### src/rtl/tmr_cc_pkg.sv
package tmr_cc_pkg;

  localparam int unsigned CTL_W = 4;

  // Action taken by the pin on a compare match (control bits 1:0)
  typedef enum logic [1:0] {
    ACT_NONE   = 2'b00,
    ACT_LOW    = 2'b01,
    ACT_HIGH   = 2'b10,
    ACT_TOGGLE = 2'b11
  } cmp_act_e;

  // Capture trigger source
  typedef enum logic [1:0] {
    TRIG_RISE = 2'b00,
    TRIG_FALL = 2'b01,
    TRIG_BOTH = 2'b10,
    TRIG_CASC = 2'b11
  } cap_trig_e;

  typedef struct packed {
    logic      cap_mode;
    logic      init_lvl;
    logic      oe;
    cmp_act_e  act;
    cap_trig_e trig;
  } mode_dec_t;

endpackage

### src/rtl/tmr_cc_mode_dec.sv
module tmr_cc_mode_dec
  import tmr_cc_pkg::*;
#(
  parameter bit HAS_CASCADE = 1'b1
) (
  input  logic [CTL_W-1:0] ctl,
  output mode_dec_t        dec
);

  cap_trig_e trig;

  generate
    if (HAS_CASCADE) begin : g_casc
      always_comb begin
        if (ctl[2])      trig = TRIG_CASC;
        else if (ctl[1]) trig = TRIG_BOTH;
        else if (ctl[0]) trig = TRIG_FALL;
        else             trig = TRIG_RISE;
      end
    end else begin : g_pin_only
      always_comb begin
        if (ctl[1])      trig = TRIG_BOTH;
        else if (ctl[0]) trig = TRIG_FALL;
        else             trig = TRIG_RISE;
      end
    end
  endgenerate

  always_comb begin
    dec.cap_mode = ctl[3];
    dec.init_lvl = ctl[2];
    dec.act      = cmp_act_e'(ctl[1:0]);
    dec.oe       = !ctl[3] && (ctl[1:0] != 2'b00);
    dec.trig     = trig;
  end

endmodule

### src/rtl/tmr_cc_sync_edge.sv
module tmr_cc_sync_edge #(
  parameter int unsigned STAGES = 2
) (
  input  logic clk,
  input  logic rst_n,
  input  logic din,
  output logic rise,
  output logic fall
);

  logic [STAGES-1:0] chain_q, chain_d;
  logic              prev_q;

  generate
    if (STAGES == 1) begin : g_one
      always_comb chain_d = din;
    end else begin : g_many
      always_comb chain_d = {chain_q[STAGES-2:0], din};
    end
  endgenerate

  always_ff @(posedge clk or negedge rst_n) begin
    if (!rst_n) begin
      chain_q <= '0;
      prev_q  <= 1'b0;
    end else begin
      chain_q <= chain_d;
      prev_q  <= chain_q[STAGES-1];
    end
  end

  assign rise = chain_q[STAGES-1] & ~prev_q;
  assign fall = ~chain_q[STAGES-1] & prev_q;

endmodule

### src/rtl/tmr_cc_pin_ctl.sv
module tmr_cc_pin_ctl
  import tmr_cc_pkg::*;
(
  input  logic     clk,
  input  logic     rst_n,
  input  logic     load_en,
  input  logic     load_lvl,
  input  logic     match,
  input  cmp_act_e act,
  output logic     pin_q
);

  logic pin_d;

  // Control write outranks a match in the same cycle
  always_comb begin
    pin_d = pin_q;
    if (load_en) begin
      pin_d = load_lvl;
    end else if (match) begin
      unique case (act)
        ACT_LOW:    pin_d = 1'b0;
        ACT_HIGH:   pin_d = 1'b1;
        ACT_TOGGLE: pin_d = ~pin_q;
        default:    pin_d = pin_q;
      endcase
    end
  end

  always_ff @(posedge clk or negedge rst_n) begin
    if (!rst_n) pin_q <= 1'b0;
    else        pin_q <= pin_d;
  end

endmodule

### src/rtl/tmr_cc_chan.sv
module tmr_cc_chan
  import tmr_cc_pkg::*;
#(
  parameter int unsigned CNT_W       = 16,
  parameter bit          HAS_CASCADE = 1'b1,
  parameter int unsigned SYNC_STAGES = 2
) (
  input  logic             clk,
  input  logic             rst_n,
  input  logic [CNT_W-1:0] cnt_i,
  input  logic             gr_wr_i,
  input  logic [CNT_W-1:0] gr_wdata_i,
  input  logic             ctl_wr_i,
  input  logic [CTL_W-1:0] ctl_i,
  input  logic             cap_pin_i,
  input  logic             casc_evt_i,
  output logic [CNT_W-1:0] gr_o,
  output logic             pin_o,
  output logic             pin_oe_o,
  output logic             flag_o,
  output logic             evt_o
);

  localparam logic [CNT_W-1:0] GR_RST = '1;

  // Reset: asserted asynchronously, released on the clock
  logic rst_meta, rst_q_n;
  always_ff @(posedge clk or negedge rst_n) begin
    if (!rst_n) begin
      rst_meta <= 1'b0;
      rst_q_n  <= 1'b0;
    end else begin
      rst_meta <= 1'b1;
      rst_q_n  <= rst_meta;
    end
  end

  // Control word
  logic [CTL_W-1:0] ctl_q, ctl_d;
  always_comb ctl_d = ctl_wr_i ? ctl_i : ctl_q;

  always_ff @(posedge clk or negedge rst_q_n) begin
    if (!rst_q_n) ctl_q <= '0;
    else          ctl_q <= ctl_d;
  end

  mode_dec_t dec_cur, dec_new;

  tmr_cc_mode_dec #(.HAS_CASCADE(HAS_CASCADE)) u_dec_cur (
    .ctl (ctl_q),
    .dec (dec_cur)
  );

  tmr_cc_mode_dec #(.HAS_CASCADE(HAS_CASCADE)) u_dec_new (
    .ctl (ctl_i),
    .dec (dec_new)
  );

  // Pin edge detection
  logic pin_rise, pin_fall;
  tmr_cc_sync_edge #(.STAGES(SYNC_STAGES)) u_sync (
    .clk   (clk),
    .rst_n (rst_q_n),
    .din   (cap_pin_i),
    .rise  (pin_rise),
    .fall  (pin_fall)
  );

  // Match and capture events
  logic [CNT_W-1:0] gr_q, gr_d;
  logic             match, cap_evt, trig_hit;

  always_comb match = !dec_cur.cap_mode && (cnt_i == gr_q);

  always_comb begin
    unique case (dec_cur.trig)
      TRIG_RISE: trig_hit = pin_rise;
      TRIG_FALL: trig_hit = pin_fall;
      TRIG_BOTH: trig_hit = pin_rise | pin_fall;
      TRIG_CASC: trig_hit = casc_evt_i;
      default:   trig_hit = 1'b0;
    endcase
    cap_evt = dec_cur.cap_mode && trig_hit;
  end

  // General register: capture outranks a write
  always_comb begin
    gr_d = gr_q;
    if (cap_evt)      gr_d = cnt_i;
    else if (gr_wr_i) gr_d = gr_wdata_i;
  end

  always_ff @(posedge clk or negedge rst_q_n) begin
    if (!rst_q_n) gr_q <= GR_RST;
    else          gr_q <= gr_d;
  end

  // Flag
  logic flag_q, flag_d;
  always_comb flag_d = match | cap_evt;

  always_ff @(posedge clk or negedge rst_q_n) begin
    if (!rst_q_n) flag_q <= 1'b0;
    else          flag_q <= flag_d;
  end

  // Pin level
  logic pin_q;
  tmr_cc_pin_ctl u_pin (
    .clk      (clk),
    .rst_n    (rst_q_n),
    .load_en  (ctl_wr_i && !dec_new.cap_mode),
    .load_lvl (dec_new.init_lvl),
    .match    (match),
    .act      (dec_cur.act),
    .pin_q    (pin_q)
  );

  assign gr_o     = gr_q;
  assign pin_o    = pin_q;
  assign pin_oe_o = dec_cur.oe;
  assign flag_o   = flag_q;
  assign evt_o    = flag_q;

endmodule

### config.mk
export PLATFORM = sky130hd
export DESIGN_NAME = tmr_cc_chan
export DESIGN_NICKNAME = d
export VERILOG_FILES = /design/src/rtl/tmr_cc_pkg.sv /design/src/rtl/tmr_cc_mode_dec.sv /design/src/rtl/tmr_cc_sync_edge.sv /design/src/rtl/tmr_cc_pin_ctl.sv /design/src/rtl/tmr_cc_chan.sv
export SDC_FILE = /design/constraint.sdc
export NUM_CORES = 1
export LEC_CHECK = 0
export BUFFER_PORTS_ARGS = -buffer_cell sky130_fd_sc_hd__buf_4
export CAP_MARGIN = 10
export CORE_ASPECT_RATIO = 1.2
export CORE_MARGIN = 2
export CORE_UTILIZATION = 46
export DETAILED_ROUTE_END_ITERATION = 16
export HOLD_SLACK_MARGIN = 0.06
export MAX_ROUTING_LAYER = met4
export PLACE_DENSITY = 0.79
export SLEW_MARGIN = 20
export SYNTH_ARGS = -nofsm -noshare
export SYNTH_HDL_FRONTEND = slang
export SYNTH_SLANG_ARGS = --single-unit
export TNS_END_PERCENT = 1
### constraint.sdc
create_clock -name clk -period 1.1 [get_ports clk]
set_clock_uncertainty 0.15 [all_clocks]
set_input_delay 0.11 -clock clk [delete_from_list [all_inputs] [get_ports clk]]
set_output_delay 0.11 -clock clk [all_outputs]
set_load 0.1 [all_outputs]
==> impl_results.md, run 1 <==
* Run status: aborted with a tool error
* Stage reached: 5_1_grt
* Halt Reason: [ERROR DPL-0033] detailed placement checks failed during check placement.
* Number of primary I/O pins at just over 60
* Count of flip-flops with a built-in enable after synthesis at 0
* Placed instance area at between 2000 and 2500 um2
* Port Buffers at a little over 60
* Worst slack at placement at -0.707 ns
* Number of cells in the design after placement at about 240
* Die Height at roughly 65 um
* Proportion of synthesized flip-flops having asynchronous set or reset at between 90% and 100%
* DPL Wire Length at approximately 2.5 mm
* Antenna violations before repair at 0
* Gate count of the mapped netlist at 130
* CTS root buffer: clkbuf_4
* Warnings, synthesis at 0
* Net count after synthesis at about 170
* Number of buffers created by CTS at 3
* Number of clock sinks seen by CTS at 27
* Placer's final routability congestion estimate at 0.794
* Post-GRT worst EP: u_pin.pin_q$_DFFE_PN0P_/D
* H-tree depth at 1
* Pin count of the biggest net entering global routing at 34
* Post CTS Setup Buffer Count at 0
* Number of synthesized register bits at 27
* Number of distinct library cells after synthesis at 26
* Main flop type after synthesis: dfstp_2
* Initial Util at a little under half
* DIE WIDTH at 54.5 um
* Worst endpoint type: register data pin
* Sequential cell area fraction in the yosys report at 49.4%
* FP Rows at 22
* CTS max path bufs at 2
* Netlist Area Pre-Place at 1410 um2
* Synthesized area divided by synthesized cell count at ~11 um2
repair_timing:
action | 4_1_cts
setup endpoints to repair | 38
gates resized for setup | 74
pin swaps | 2
hold buffers | 40
hold endpoints to repair | 24
cells in the mapped netlist (2+ instances only):
cell type,number,area [um2]
nor2_1,19,71.3
mux2i_1,17,170
dfstp_2,16,420
xnor2_1,16,140
a21oi_1,15,75.1
dfrtp_1,11,275
inv_1,4,15.0
nand4_1,4,25.0
mux2_2,3,33.8
nand2_1,3,11.3
a21oi_2,2,17.5
buf_2,2,10.0
buf_4,2,15.0
buf_6,2,22.5
ha_1,2,25.0
o21ai_0,2,10.0
cell families after synthesis:
family	synth area share, %
flip-flops	49.4
adder cells (fa/ha/maj)	1.78
buffers and inverters	4.44
XOR/XNOR	9.95
AND/OR/NAND/NOR	10.2
AO/OA/AOI/OAI	9.50
multiplexers	14.5
other	0.266
per-stage QoR:
step	hold WS (ns)	util [%]
global placement	-0.258	69.9
detailed placement	-0.256	69.9
CTS	0.0834	94.2
floorplan	-0.336	-
==> inputs of run 2 (changes only) <==
--- a/config.mk
+++ b/config.mk
@@ -7,13 +7,10 @@
 export LEC_CHECK = 0
 export BUFFER_PORTS_ARGS = -buffer_cell sky130_fd_sc_hd__buf_4
 export CAP_MARGIN = 10
-export CORE_ASPECT_RATIO = 1.2
-export CORE_MARGIN = 2
-export CORE_UTILIZATION = 46
+export CORE_AREA = 2 2 63 65
 export DETAILED_ROUTE_END_ITERATION = 16
-export HOLD_SLACK_MARGIN = 0.06
-export MAX_ROUTING_LAYER = met4
-export PLACE_DENSITY = 0.79
+export DIE_AREA = 0 0 65 67
+export PLACE_DENSITY_LB_ADDON = 0.15
 export SLEW_MARGIN = 20
 export SYNTH_ARGS = -nofsm -noshare
 export SYNTH_HDL_FRONTEND = slang
==> run 2 against run 1 <==
The flow now finishes, with violations (setup timing). Synthesized cell count is the same. Synthesized area is the same.
==> impl_results.md, run 2 <==
* Core box area at approximately 3600 um2
* Overall routed net length at between 4 and 5 mm
* Main flop type after synthesis: dfstp_2
* H-tree depth at 1
* Worst hold path cell count at 3
* Gate count of the mapped netlist at 130
* Worst setup path class: reg2reg
* Synthesized area divided by synthesized cell count at about 11 um2
* DPL Wire Length at approximately 2.7 mm
* Sequential cell area fraction in the yosys report at between 40% and 50%
* DIE WIDTH at about 65 um
* Highest achievable clock rate at around 0.56 GHz
* CTS root buffer: clkbuf_8
* Reg clk slew, reported paths at about 0.10 ns
* NumNets Final at 283
* Final hold violations at 0
* R2r worst-path depth at 5
* Crit path required time at around 1.1 ns
* Routed wire length per instance at 14.2 um
* HP Class: in2reg
* CTS max path bufs at 2
* Worst slack at placement at -0.729 ns
* Clock Latency Late Sink at 0.27 ns
* Final number of max-transition violations at 0
* Pin count of the biggest net entering global routing at 34
* Commonest non-fill, non-tap cell in the layout: buf_4
* Number of nets still failing antenna checks after routing at 0
* Die Height at about 67 um
* Warnings, synthesis at 0
* Fillers at between 200 and 250
* Drt drc at 0
* TritonCTS clock tree: yes
* Number of buffers created by CTS at 3
* Count of vias placed by the detailed router at between 1000 and 1500
* Number of violations of the max-capacitance limit at 0
* VDD IR max at between 800 and 900 uV
* Most frequent cell after synthesis: nor2_1
* Netlist Area Pre-Place at approximately 1400 um2
* Top library cells by usage in the layout, fill and taps aside: 46 x buf_4, 27 x dlygate4sd3_1, 20 x buf_12
* Setup ws final at -0.672 ns
* Number of synthesized register bits at 27
* Port Buffers at 61
* Global-route wire length before repair at 6.78 mm
* Final antenna diode count at 0
* Worst r2r dst: u_pin.pin_q$_DFFE_PN0P_
* Design Power at 4620 uW
* Cell accounting for the most synthesized area: dfstp_2
* Fraction of final layout cells with drive strength greater than 1 at 47.1%
* Number of flip-flops under the largest register name at 16
* Critical Path AT at ~1.8 ns
* Placer's final routability congestion estimate at about 0.77
* Number of clock sinks seen by CTS at 27
* Top cells by instance count after synthesis: 19 x nor2_1, 17 x mux2i_1, 16 x dfstp_2, 16 x xnor2_1, 15 x a21oi_1
* Category of the worst setup path capture point: register
* Count of flip-flops with a built-in enable after synthesis at 0
* Die Area at ~4400 um2
* Final critical path time including I/O delays and setup at roughly 1.8 ns
* Proportion of synthesized flip-flops having asynchronous set or reset at 100%
* Net count after synthesis at ~170
* Area share of the largest cell type after synthesis at between 20% and 30%
* Via count of the first global-routing pass at around 1500
* Number of distinct library cells after synthesis at 26
* Post-route fraction of the period consumed by the critical path at 161%
* Power per cell area at ~1700 nW/um2
* Launching element type of the critical path: register
* Worst R2R Start: gr_o[0]$_DFFE_PN1P_
* Area grow syn2layout at 95.1%
* Mean number of vias per cell at 4.67
* Number of primary I/O pins at between 60 and 70
* Initial Util at around two fifths
* Router iterations before antenna repair at 4
* # setup viols final at 38
* Register-to-Register Setup Slack at -0.67 ns
* Violations in the final reports: setup timing
* Antenna violations before repair at 0
* FP Rows at 22
* Remaining global-route overflow at 0
* LEAKAGE at between 0.001 and 0.0015 uW
* Critical Path Fanout Max at 3
* Run status: finished, violations left
* GRT Overall Usage at between 20% and 30%
* Ranking of synthesized cells by area: dfstp_2 30%, dfrtp_1 20%, mux2i_1 12%, xnor2_1 9.9%, a21oi_1 5.3%
* Hold wc startpoint: gr_wdata_i[10]
* Setup repair after global routing missed its margin: yes
* Destination of the worst hold path: gr_o[10]$_DFFE_PN1P_
* Number of DRC violations after detailed-routing iteration 0 at 22
[run 2: cell counts after synthesis]
Identical to the previous run, type by type.
[run 2: where the power goes]
part           total [uW]  switching [uW]  internal [uW]
clock network         561             307            253
logic                2630            1500           1120
registers            1430             132           1300
[run 2: metrics by stage]
step / utilization, % / hold slack (ns) / std cells / cell area (um2) / TNS [ns]
after floorplan: - / -0.336 / 130 / 1470 / -9.55
after global placement: 59.1 / -0.257 / 255 / 2130 / -11.64
after detailed placement: 59.1 / -0.256 / 255 / 2130 / -12.55
after CTS: 76.0 / 0.000818 / 286 / 2740 / -15.95
after global routing: 76.2 / 0.00416 / 286 / 2750 / -18.29
final: 76.2 / 0.00497 / 286 / 2750 / -15.66
[run 2: worst max-delay path, cell delays in order, from the launching register on]
cell,delay [ns]
dfstp_4,0.64
xnor2_1,0.12
nand4_1,0.16
nor4_4,0.35
a22oi_1,0.11
a21boi_1,0.14
[run 2: final cells by class]
class | instances | area, um2 | share of cell area [%]
clock inverter | 1 | 5.00 | 0.182
sequential | 27 | 756 | 27.5
clock buffer | 3 | 41.3 | 1.50
timing repair buffer | 110 | 1210 | 43.9
tap | 48 | 60.1 | 2.18
multi-input combinational | 93 | 664 | 24.2
inverter | 4 | 15.0 | 0.546
[run 2: logic make-up (layout without fill, tap and decap cells)]
logic type | Yosys count | after routing | share of synthesized area, %
simple gates | 31 | 31 | 10.2
mux | 20 | 20 | 14.5
buf+inv | 10 | 118 | 4.44
xor+xnor | 16 | 16 | 9.95
compound gates | 23 | 23 | 9.50
fa+ha+maj | 2 | 2 | 1.78
other cells | 1 | 1 | 0.266
flops | 27 | 27 | 49.4
[run 2: worst max-delay path by stage]
stage	start	end	slack (ns)	cells past startpoint
2_1_floorplan	gr_o[4]$_DFFE_PN1P_	u_pin.pin_q$_DFFE_PN0P_	-0.78	5
3_3_place_gp	gr_o[3]$_DFFE_PN1P_	u_pin.pin_q$_DFFE_PN0P_	-0.68	5
3_5_place_dp	gr_o[3]$_DFFE_PN1P_	u_pin.pin_q$_DFFE_PN0P_	-0.73	5
4_1_cts	gr_o[5]$_DFFE_PN1P_	u_pin.pin_q$_DFFE_PN0P_	-0.69	5
5_1_grt	gr_o[4]$_DFFE_PN1P_	u_pin.pin_q$_DFFE_PN0P_	-0.75	5
6_report	gr_o[0]$_DFFE_PN1P_	u_pin.pin_q$_DFFE_PN0P_	-0.67	5
[run 2: timing repair]
item | CTS | global route
endpoints found under the setup margin | 38 | 38
hold buffers | 27 | 0
hold endpoints to repair | 23 | 0
pin swaps | 5 | 2
setup buffers | 0 | 0
gates resized for setup | 72 | 2
[run 2: metal layers]
metal  global-route usage [%]  wire length (um)  up-vias
met2                     40.9              2350       27
met3                     2.36               132        4
li1                         -                 -      660
met4                     4.26                39        0
met5                        0                 0        -
met1                     23.0              1540      644
No activity file was read; power rests on OpenSTA's default activity.
